==> config.mk <==
export PLATFORM = sky130hd
export DESIGN_NAME = status_flag_reg
export DESIGN_NICKNAME = d
export VERILOG_FILES = /design/src/rtl/status_pkg.sv /design/src/rtl/status_arith.sv /design/src/rtl/status_alu_flags.sv /design/src/rtl/status_sys_flags.sv /design/src/rtl/status_flag_reg.sv
export SDC_FILE = /design/constraint.sdc
export NUM_CORES = 1
export LEC_CHECK = 0
export CAP_MARGIN = 20
export CORE_MARGIN = 2
export CORE_UTILIZATION = 35
export DETAILED_ROUTE_END_ITERATION = 7
export PLACE_DENSITY = 0.81
export SYNTH_ARGS = -nofsm -noshare
export SYNTH_HDL_FRONTEND = slang
export SYNTH_SLANG_ARGS = --single-unit
export TNS_END_PERCENT = 5
==> constraint.sdc <==
create_clock -name clk -period 4.8 [get_ports clk]
set_clock_uncertainty 0.2 [all_clocks]
set_input_delay 0.48 -clock clk [delete_from_list [all_inputs] [get_ports clk]]
set_output_delay 0.48 -clock clk [all_outputs]
set_load 0.01 [all_outputs]
==> src/rtl/status_pkg.sv <==
package status_pkg;
  typedef enum logic [2:0] {
    OPC_IDLE  = 3'd0,
    OPC_ADD   = 3'd1,
    OPC_ADC   = 3'd2,
    OPC_SUB   = 3'd3,
    OPC_SBC   = 3'd4,
    OPC_LOGIC = 3'd5,
    OPC_RLC   = 3'd6,
    OPC_RRC   = 3'd7
  } op_class_e;

  localparam int BIT_C   = 0;
  localparam int BIT_AC  = 1;
  localparam int BIT_Z   = 2;
  localparam int BIT_OV  = 3;
  localparam int BIT_PDF = 4;
  localparam int BIT_TO  = 5;
  localparam int SW      = 8;
  localparam int AFW     = 4;

  typedef struct packed {
    logic ov;
    logic z;
    logic ac;
    logic c;
  } arith_flags_t;
endpackage

==> src/rtl/status_arith.sv <==
module status_arith #(
  parameter int DW = 8
) (
  input  logic [DW-1:0] a,
  input  logic [DW-1:0] b,
  input  logic          sub,
  input  logic          cin,
  output logic          co,
  output logic          hc,
  output logic          ovf
);
  localparam int HALF = DW / 2;

  logic [DW-1:0] bx;
  logic [DW:0]   cy;

  assign bx    = sub ? ~b : b;
  assign cy[0] = cin;

  for (genvar i = 0; i < DW; i++) begin : g_chain
    assign cy[i+1] = (a[i] & bx[i]) | ((a[i] ^ bx[i]) & cy[i]);
  end

  assign co  = cy[DW];
  assign hc  = cy[HALF];
  assign ovf = cy[DW] ^ cy[DW-1];
endmodule

==> src/rtl/status_alu_flags.sv <==
module status_alu_flags
  import status_pkg::*;
#(
  parameter int DW = 8
) (
  input  logic [2:0]    op,
  input  logic [DW-1:0] a,
  input  logic [DW-1:0] b,
  input  logic [DW-1:0] res,
  input  arith_flags_t  cur,
  output arith_flags_t  nxt
);
  op_class_e opc;
  logic      sub, cin, co, hc, ovf, zr;

  assign opc = op_class_e'(op);
  assign sub = (opc == OPC_SUB) || (opc == OPC_SBC);
  assign zr  = (res == '0);

  always_comb begin
    unique case (opc)
      OPC_ADD:          cin = 1'b0;
      OPC_SUB:          cin = 1'b1;
      OPC_ADC, OPC_SBC: cin = cur.c;
      default:          cin = 1'b0;
    endcase
  end

  status_arith #(.DW(DW)) u_arith (
    .a   (a),
    .b   (b),
    .sub (sub),
    .cin (cin),
    .co  (co),
    .hc  (hc),
    .ovf (ovf)
  );

  always_comb begin
    nxt = cur;
    unique case (opc)
      OPC_ADD, OPC_ADC, OPC_SUB, OPC_SBC: begin
        nxt.c  = co;
        nxt.ac = hc;
        nxt.ov = ovf;
        nxt.z  = zr;
      end
      OPC_LOGIC: nxt.z = zr;
      OPC_RLC:   nxt.c = a[DW-1];
      OPC_RRC:   nxt.c = a[0];
      default:   nxt = cur;
    endcase
  end
endmodule

==> src/rtl/status_sys_flags.sv <==
module status_sys_flags (
  input  logic clk,
  input  logic rst,
  input  logic wdt_to,
  input  logic clr_wdt,
  input  logic halt,
  output logic to_q,
  output logic pdf_q
);
  always_ff @(posedge clk) begin
    if (rst) begin
      to_q  <= 1'b0;
      pdf_q <= 1'b0;
    end else begin
      if (wdt_to)
        to_q <= 1'b1;
      else if (clr_wdt || halt)
        to_q <= 1'b0;

      if (halt)
        pdf_q <= 1'b1;
      else if (clr_wdt)
        pdf_q <= 1'b0;
    end
  end
endmodule

==> src/rtl/status_flag_reg.sv <==
module status_flag_reg
  import status_pkg::*;
#(
  parameter int DW = 8
) (
  input  logic          clk,
  input  logic          rst,
  input  logic [2:0]    op,
  input  logic [DW-1:0] a,
  input  logic [DW-1:0] b,
  input  logic [DW-1:0] res,
  input  logic          wr_en,
  input  logic [7:0]    wr_data,
  input  logic          wdt_to,
  input  logic          clr_wdt,
  input  logic          halt,
  output logic [7:0]    status_q
);
  arith_flags_t af_q, af_nxt;
  logic         to_q, pdf_q;

  status_alu_flags #(.DW(DW)) u_alu (
    .op  (op),
    .a   (a),
    .b   (b),
    .res (res),
    .cur (af_q),
    .nxt (af_nxt)
  );

  status_sys_flags u_sys (
    .clk     (clk),
    .rst     (rst),
    .wdt_to  (wdt_to),
    .clr_wdt (clr_wdt),
    .halt    (halt),
    .to_q    (to_q),
    .pdf_q   (pdf_q)
  );

  always_ff @(posedge clk) begin
    if (rst)
      af_q <= '0;
    else if (wr_en)
      af_q <= arith_flags_t'(wr_data[AFW-1:0]);
    else
      af_q <= af_nxt;
  end

  always_comb begin
    status_q          = '0;
    status_q[BIT_C]   = af_q.c;
    status_q[BIT_AC]  = af_q.ac;
    status_q[BIT_Z]   = af_q.z;
    status_q[BIT_OV]  = af_q.ov;
    status_q[BIT_PDF] = pdf_q;
    status_q[BIT_TO]  = to_q;
  end
endmodule

==> impl_metrics.json, run 1 <==
{
  "outcome": "finished, final reports clean",
  "end_kind": "flip-flop",
  "hold_path_class": "reg -> reg",
  "dr.pass1.iters": 4,
  "die_x_um": 48.0,
  "die_h_um": 48.0,
  "htree_levels": 1,
  "critPathArrivalTime_ns": 3.24,
  "slew_viol_final": 0,
  "core-area_um2": 1760,
  "slowest_delay_ns": 0.61,
  "ctsResizeCount": 0,
  "setup_viol": 0,
  "cpMostUsedCell": "a21oi_2",
  "post_cts_buffers": 0,
  "post-route-util_pct": 63.0,
  "cts.sinks": 6,
  "syn_area_um2": 677,
  "antenna_found_initial": 0,
  "hold_viol_final": 0,
  "cts-root-buf": "clkbuf_4",
  "ir_drop_mv": 0.142,
  "synth.largest_area_cell": "dfxtp_1",
  "gp_congestion": 0.847,
  "tightestPinTransition_ns": 0.533,
  "synth_seq_cells": 6,
  "track_usage_pct": 16.2,
  "n_fill_cell": 160,
  "dieArea_um2": 2300,
  "startpoint_type": "primary input",
  "crit_chain": "clkdlybuf4s50_1 -> and2b_1 -> a21oi_2 -> xnor2_1 -> ha_1 -> o21a_1 -> o211ai_1 -> a32o_1 -> a21oi_2 -> nand4b_1 -> a221oi_2",
  "ys_seq_area_share_pct": 17.7,
  "rows": 15,
  "p_per_area_nw_per_um2": 182,
  "portBuffers": 42,
  "cts_buffers": 3,
  "fin_nets": 176,
  "final_cell_mix": "clkdlybuf4s50_1, xnor2_1, nor2_1, a21oi_1, ha_1",
  "pre_cts_ws_ns": 1.26,
  "vias_per_cell": 5.23,
  "synth_edf_count": 0,
  "path_class": "in -> reg",
  "area_growth_pct": 64.1,
  "ant_nets": 0,
  "slowest_stage": "clkdlybuf4s50_1",
  "p_leak_nw": 0.419,
  "ctsHoldBuffers": 0,
  "ctsLongestPathBuffers": 2,
  "synthArstFlopShare_pct": 0,
  "place_hpwl_um": 1490,
  "tns_ns": 0,
  "power_mw": 0.202,
  "grt_pass1_wl_um": 2700,
  "drive_gt1_share_pct": 5.60,
  "vias": 784,
  "ys.flop_type": "dfxtp_1",
  "ios": 49,
  "final_common_cell": "clkdlybuf4s50_1",
  "rsz0062_at_grt": "false",
  "synth_top_area_share_pct": 17.7,
  "wirelength_um": 1740,
  "grt_max_degree": 12,
  "postSynthAreaPerCell_um2": 7.87,
  "synthTopCellsByArea": "dfxtp_1, ha_1, xnor2_1, a21oi_1, buf_4",
  "tritoncts": "done",
  "fin_ws_ns": 1.52,
  "yosysWarnings": 0,
  "regArea_um2": 120,
  "start_util_pct": 38.4,
  "worst-path-max-fanout": 8,
  "wire_per_inst_um": 11.6,
  "synthesis.instances": 86,
  "drv_cap": 0,
  "clkLatencyLatePin_ns": 0.24,
  "slew_headroom_pct": 64.5,
  "grt-ovfl-total": 0,
  "drc_errors": 0,
  "ys_types": 31,
  "first_global_vias": 728,
  "cts.clk_slew.worst_paths_ns": 0.04,
  "drtIter0Drc": 12,
  "fin_crit_sh_pct": 68.3,
  "worstPathRequired_ns": 4.76,
  "period_needed_ns": 3.28,
  "antenna_cells": 0,
  "multi_input_area_um2": 505,
  "max_freq_mhz": 305
}
worst paths after layout:
path,startpoint,end,slack (ns),cells past startpoint
worst max-delay path,op[2],status_q[0],1.52,11
worst min-delay path,u_sys.pdf_q,u_sys.pdf_q,0.30,2
worst max register to register,status_q[0],status_q[0],3.23,5
worst min register to register,u_sys.pdf_q,u_sys.pdf_q,0.30,2
worst max-delay path: cells and delay by family:
kind            cells  cell delay [ns]
compound gates      6             1.30
xor+xnor            1             0.14
fa+ha+maj           1             0.29
buf+inv             1             0.61
simple gates        2             0.41
area by class of cell:
type	instances	share of cell area (%)
Clock buffer	3	2.03
Inverter	3	1.01
Multi-Input combinational cell	71	45.5
Sequential cell	6	10.8
Tap cell	25	2.82
Timing Repair Buffer	42	37.8
flip-flops by register name, summed over array words and instances, names as in the netlist:
name and flops:
u_sys.pdf_q 1, status_q 4, u_sys.to_q 1
cell usage after synthesis, types with 2 or more instances:
| master | instances |
|---|---|
| nor4_1 | 3 |
| o21ai_1 | 2 |
| nor2_1 | 8 |
| dfxtp_1 | 6 |
| a21oi_1 | 8 |
| inv_1 | 3 |
| buf_2 | 2 |
| a32o_1 | 2 |
| xnor2_1 | 9 |
| o21a_1 | 2 |
| a211oi_1 | 3 |
| buf_4 | 4 |
| a21oi_2 | 2 |
| nand2_1 | 7 |
| nor3_1 | 2 |
| ha_1 | 8 |
where the power goes:
part,internal [mW],switching (mW)
clock network,0.0282,0.0175
registers,0.0540,0.00221
logic,0.0589,0.0409
cells by family (layout without fill, tap and decap cells):
group,count (synthesis),after routing,share of synthesized area [%]
simple gates,26,26,19.6
compound gates,25,25,26.1
buf+inv,10,48,8.13
xor+xnor,9,9,11.6
fa+ha+maj,8,8,14.8
flops,6,6,17.7
other cells,1,2,0.554
mux,1,1,1.48
through the flow:
stage	cell area (um2)	cells	hold slack, ns
finish	1110	150	0.295
global route	1110	150	0.341
CTS	1110	150	0.298
floorplan	681	87	0.252
global placement	1090	147	0.264
detailed placement	1090	147	0.288
metal layers:
metal  up-vias  share of wire, %  track usage [%]
li1        391                 -                -
met5         -                 0                0
met2        32                52             28.3
met3         0               7.8             5.28
met4         0                 0             1.62
met1       361                40             20.0
Power figures use the tool's default switching activity.
==> run 2, diff against run 1 <==
--- a/config.mk
+++ b/config.mk
@@ -7,9 +7,9 @@
 export LEC_CHECK = 0
 export CAP_MARGIN = 20
 export CORE_MARGIN = 2
-export CORE_UTILIZATION = 35
+export CORE_UTILIZATION = 31
 export DETAILED_ROUTE_END_ITERATION = 7
-export PLACE_DENSITY = 0.81
+export PLACE_DENSITY = 0.76
 export SYNTH_ARGS = -nofsm -noshare
 export SYNTH_HDL_FRONTEND = slang
 export SYNTH_SLANG_ARGS = --single-unit
==> constraint.sdc (replaced) <==
create_clock -name clk -period 3 [get_ports clk]
set_clock_uncertainty 0.2 [all_clocks]
set_input_delay 0.3 -clock clk [delete_from_list [all_inputs] [get_ports clk]]
set_output_delay 0.3 -clock clk [all_outputs]
set_load 0.01 [all_outputs]
==> run 2 against run 1 <==
Against the previous run: combinational power up 68%; design area up 4.3%; clock power up 73%; highest routed layer unchanged; largest power group unchanged; critical endpoint unchanged; via count down 1.4%; core utilization down 5.1 points; die area up 12%; largest cell class unchanged; clock-buffer cell count unchanged; final cell count up 5.3%; sequential share of layout area down 0.44 points; global-route usage down 0.82 points.
==> impl_metrics.json, run 2 (synthesized netlist as in run 1, its figures left out) <==
{
  "p_per_area_nw_per_um2": 291,
  "regArea_um2": 120,
  "cts.sinks": 6,
  "portBuffers": 42,
  "worstPathRequired_ns": 2.97,
  "tritoncts": "done",
  "cpMostUsedCell": "a21oi_2",
  "wire_per_inst_um": 11.7,
  "path_class": "in -> reg",
  "place_area_um2": 1140,
  "die_x_um": 50.7,
  "vias": 773,
  "ctsHoldBuffers": 0,
  "tns_ns": 0,
  "antenna_cells": 0,
  "critPathArrivalTime_ns": 2.74,
  "area_growth_pct": 71.2,
  "multi_input_area_um2": 505,
  "rsz0062_at_grt": "false",
  "vias_per_cell": 4.89,
  "drc_errors": 0,
  "hold_path_class": "reg -> reg",
  "outcome": "finished, final reports clean",
  "drtIter0Drc": 14,
  "end_kind": "flip-flop",
  "hold_viol_final": 0,
  "startpoint_type": "primary input",
  "ir_drop_mv": 0.184,
  "cp_num_buf_inv": 2,
  "rows": 16,
  "slowest_delay_ns": 0.50,
  "start_util_pct": 33.8,
  "critPathTopFamily": "compound AO/OA/AOI/OAI gates",
  "p_leak_nw": 0.447,
  "slew_viol_final": 0,
  "antenna_found_initial": 0,
  "n_fill_cell": 184,
  "ios": 49,
  "grt_max_degree": 12,
  "wirelength_um": 1860,
  "fin_nets": 182,
  "clkLatencyLatePin_ns": 0.25,
  "gp_congestion": 0.783,
  "drv_cap": 0,
  "post_cts_buffers": 0,
  "crit_chain": "clkdlybuf4s50_1 -> and2b_1 -> a21oi_2 -> buf_4 -> xnor2_1 -> ha_1 -> o21a_1 -> o211ai_1 -> a32o_1 -> a21oi_2 -> nand4b_1 -> a221oi_2",
  "core-area_um2": 2000,
  "setup_viol": 0,
  "die_h_um": 50.7,
  "first_global_vias": 771,
  "final_area_um2": 1160,
  "grt-ovfl-total": 0,
  "ctsLongestPathBuffers": 2,
  "fin_crit_sh_pct": 92.3,
  "dr.pass1.iters": 4,
  "largest_reg_flops": 4,
  "cts-root-buf": "clkbuf_4",
  "ctsResizeCount": 0,
  "htree_levels": 1,
  "drive_gt1_share_pct": 9.92,
  "final_common_cell": "clkdlybuf4s50_1",
  "period_needed_ns": 2.77,
  "final_cell_mix": "clkdlybuf4s50_1, xnor2_1, nor2_1, a21oi_1, ha_1",
  "worst-path-max-fanout": 4,
  "cts_buffers": 3,
  "cts.clk_slew.worst_paths_ns": 0.05,
  "dieArea_um2": 2570,
  "max_freq_mhz": 361,
  "ant_nets": 0,
  "slowest_stage": "clkdlybuf4s50_1",
  "power_mw": 0.337,
  "grt_pass1_wl_um": 3100,
  "place_hpwl_um": 1580,
  "track_usage_pct": 15.4
}
==> run 2: cell types whose count changed in the layout (fill, tap and decap cells not counted), sizes merged <==
| cell | delta |
|---|---|
| buf | +6 |
==> run 2: metal layers <==
metal | track usage (%) | wire, um
met1 | 19.1 | 778
met2 | 27.2 | 960
met3 | 3.57 | 115
met4 | 2.70 | 0
met5 | 0 | 0
==> run 2: where the power goes <==
part	internal [mW]	switching (mW)	leakage (nW)
Clock	0.0456	0.0336	0.0138
Combinational	0.101	0.0678	0.384
Sequential	0.0862	0.00351	0.0498
Total	0.232	0.105	0.447
==> run 2: final cells by class <==
class | count | share of cell area, %
clock buffers | 3 | 1.94
inverters | 3 | 0.972
multi-input cells | 71 | 43.6
flip-flops and latches | 6 | 10.4
well taps | 27 | 2.92
repair buffers | 48 | 40.2
==> run 2: through the flow <==
stage	hold WS (ns)	instances	util (%)	worst slack, ns
final	0.286	158	57.9	0.231
after global routing	0.341	158	57.9	0.0816
after CTS	0.294	158	57.9	0.243
after detailed placement	0.276	155	56.8	0.00134
after global placement	0.265	155	56.8	0.0688
after floorplan	0.166	87	-	0.398
==> run 2: worst min-delay path, delay by kind of cell, from the launching register on <==
kind	cells	cell delay (ns)
flops	1	0.32
simple gates	1	0.07
compound gates	1	0.06
==> run 2: final timing paths <==
check	cells after the start	startpoint	slack [ns]	to
hold / removal	2	u_sys.to_q	0.29	u_sys.to_q
setup / recovery	12	op[2]	0.23	status_q[0]
setup reg to reg	5	status_q[0]	1.43	status_q[0]
hold reg to reg	2	u_sys.to_q	0.29	u_sys.to_q
==> run 3, diff against run 2 <==
--- a/config.mk
+++ b/config.mk
@@ -6,10 +6,12 @@
 export NUM_CORES = 1
 export LEC_CHECK = 0
 export CAP_MARGIN = 20
+export CELL_PAD_IN_SITES_DETAIL_PLACEMENT = 2
+export CELL_PAD_IN_SITES_GLOBAL_PLACEMENT = 2
 export CORE_MARGIN = 2
-export CORE_UTILIZATION = 31
+export CORE_UTILIZATION = 15
 export DETAILED_ROUTE_END_ITERATION = 7
-export PLACE_DENSITY = 0.76
+export PLACE_DENSITY_LB_ADDON = 0.1
 export SYNTH_ARGS = -nofsm -noshare
 export SYNTH_HDL_FRONTEND = slang
 export SYNTH_SLANG_ARGS = --single-unit
==> run 3 against run 2 <==
Against the previous run: worst hold slack about the same; register-to-register slack about the same; final cell count increased by 16%; clock power increased by 55%; combinational power increased by 6%.
==> impl_metrics.json, run 3 (synthesized netlist as in run 1, its figures left out) <==
{
  "hold_path_class": "reg -> reg",
  "hold_viol_final": 0,
  "critPathArrivalTime_ns": 2.68,
  "drc_errors": 0,
  "cts.clk_slew.worst_paths_ns": 0.04,
  "period_needed_ns": 2.75,
  "clkLatencyLatePin_ns": 0.22,
  "ctsHoldBuffers": 0,
  "drive_gt1_share_pct": 10.6,
  "antenna_found_initial": 0,
  "rsz0062_at_grt": "false",
  "ant_nets": 0,
  "place_hpwl_um": 2110,
  "cts.sinks": 6,
  "core-area_um2": 4350,
  "final_area_um2": 1230,
  "vias_per_cell": 4.37,
  "fin_crit_sh_pct": 91.6,
  "fin_ws_ns": 0.252,
  "pre_cts_ws_ns": -0.00279,
  "dieArea_um2": 5070,
  "end_kind": "flip-flop",
  "tritoncts": "done",
  "cts_buffers": 3,
  "ctsLongestPathBuffers": 2,
  "p_per_area_nw_per_um2": 319,
  "outcome": "finished, final reports clean",
  "slew_viol_final": 0,
  "final_common_cell": "clkdlybuf4s50_1",
  "drv_cap": 0,
  "wire_per_inst_um": 13.3,
  "ios": 49,
  "ctsResizeCount": 0,
  "startpoint_type": "primary input",
  "rows": 24,
  "p_leak_nw": 0.466,
  "track_usage_pct": 9.93,
  "max_freq_mhz": 364,
  "fin_nets": 183,
  "area_growth_pct": 81.5,
  "antenna_cells": 0,
  "rr_worst_depth": 5,
  "largest_reg_flops": 4,
  "ir_drop_mv": 0.0816,
  "die_x_um": 71.2,
  "htree_levels": 1,
  "worst-path-max-fanout": 8,
  "grt-ovfl-total": 0,
  "post_cts_buffers": 0,
  "vias": 804,
  "cts-root-buf": "clkbuf_8",
  "final_cell_mix": "clkdlybuf4s50_1, xnor2_1, nor2_1, a21oi_1, ha_1",
  "portBuffers": 42,
  "setup_viol": 0,
  "finalNonFillerCells": 184,
  "die_h_um": 71.2,
  "power_mw": 0.392,
  "post-route-util_pct": 28.2,
  "dr.pass1.iters": 4,
  "holdPathStages": 2,
  "wirelength_um": 2450,
  "start_util_pct": 15.5,
  "path_class": "in -> reg",
  "dp_cells": 181,
  "r2r_setup_slack_ns": 1.43,
  "drtIter0Drc": 17,
  "grt_max_degree": 12,
  "place_area_um2": 1190,
  "grt_pass1_wl_um": 4050,
  "gp_congestion": 0.694,
  "first_global_vias": 906,
  "worstPathRequired_ns": 2.94
}
## run 3: cell count changes in the layout (fill, tap and decap cells not counted)
cell,before,now
clkbuf_8,0,3
clkbuf_4,3,0
buf_12,0,1
## run 3: power breakdown
| group | internal, mW | total, mW | switching (mW) |
|---|---|---|---|
| clock network | 0.0864 | 0.123 | 0.0369 |
| registers | 0.0865 | 0.0903 | 0.00380 |
| logic | 0.105 | 0.178 | 0.0728 |
| total | 0.278 | 0.392 | 0.113 |
## run 3: path summary, 6_finish.rpt
| kind | from | endpoint |
|---|---|---|
| min reg2reg | u_sys.pdf_q | u_sys.pdf_q |
| min | u_sys.pdf_q | u_sys.pdf_q |
| max | op[2] | status_q[0] |
| max reg2reg | status_q[0] | status_q[0] |
## run 3: area by class of cell
type	instances	area, um2
fill	494	3130
multi-input combinational	71	505
timing repair buffer	49	485
sequential	6	120
tap	52	65.1
clock buffer	3	41.3
inverter	3	11.3
## run 3: stage by stage
| stage | hold slack [ns] | TNS (ns) |
|---|---|---|
| floorplan | 0.166 | 0 |
| global placement | 0.265 | 0 |
| detailed placement | 0.287 | -0.00279 |
| CTS | 0.299 | 0 |
| global route | 0.342 | 0 |
| finish | 0.286 | 0 |
## run 3: worst max-delay path, stage by stage
cell	delay, ns
clkdlybuf4s50_1	0.49
and2b_1	0.21
a21oi_2	0.19
buf_12	0.16
xnor2_1	0.07
ha_1	0.28
o21a_1	0.11
o211ai_1	0.08
a32o_1	0.25
a21oi_2	0.19
nand4b_1	0.14
a221oi_2	0.22
## run 3: metal layers
layer | track usage, % | routed length [um] | part of all wire (%) | vias to the layer above
li1 | - | - | - | 405
met1 | 12.7 | 1110 | 45 | 373
met2 | 17.2 | 1220 | 50 | 26
met3 | 1.28 | 125 | 5.1 | 0
met4 | 3.14 | 0 | 0 | 0
met5 | 0 | 0 | 0 | -
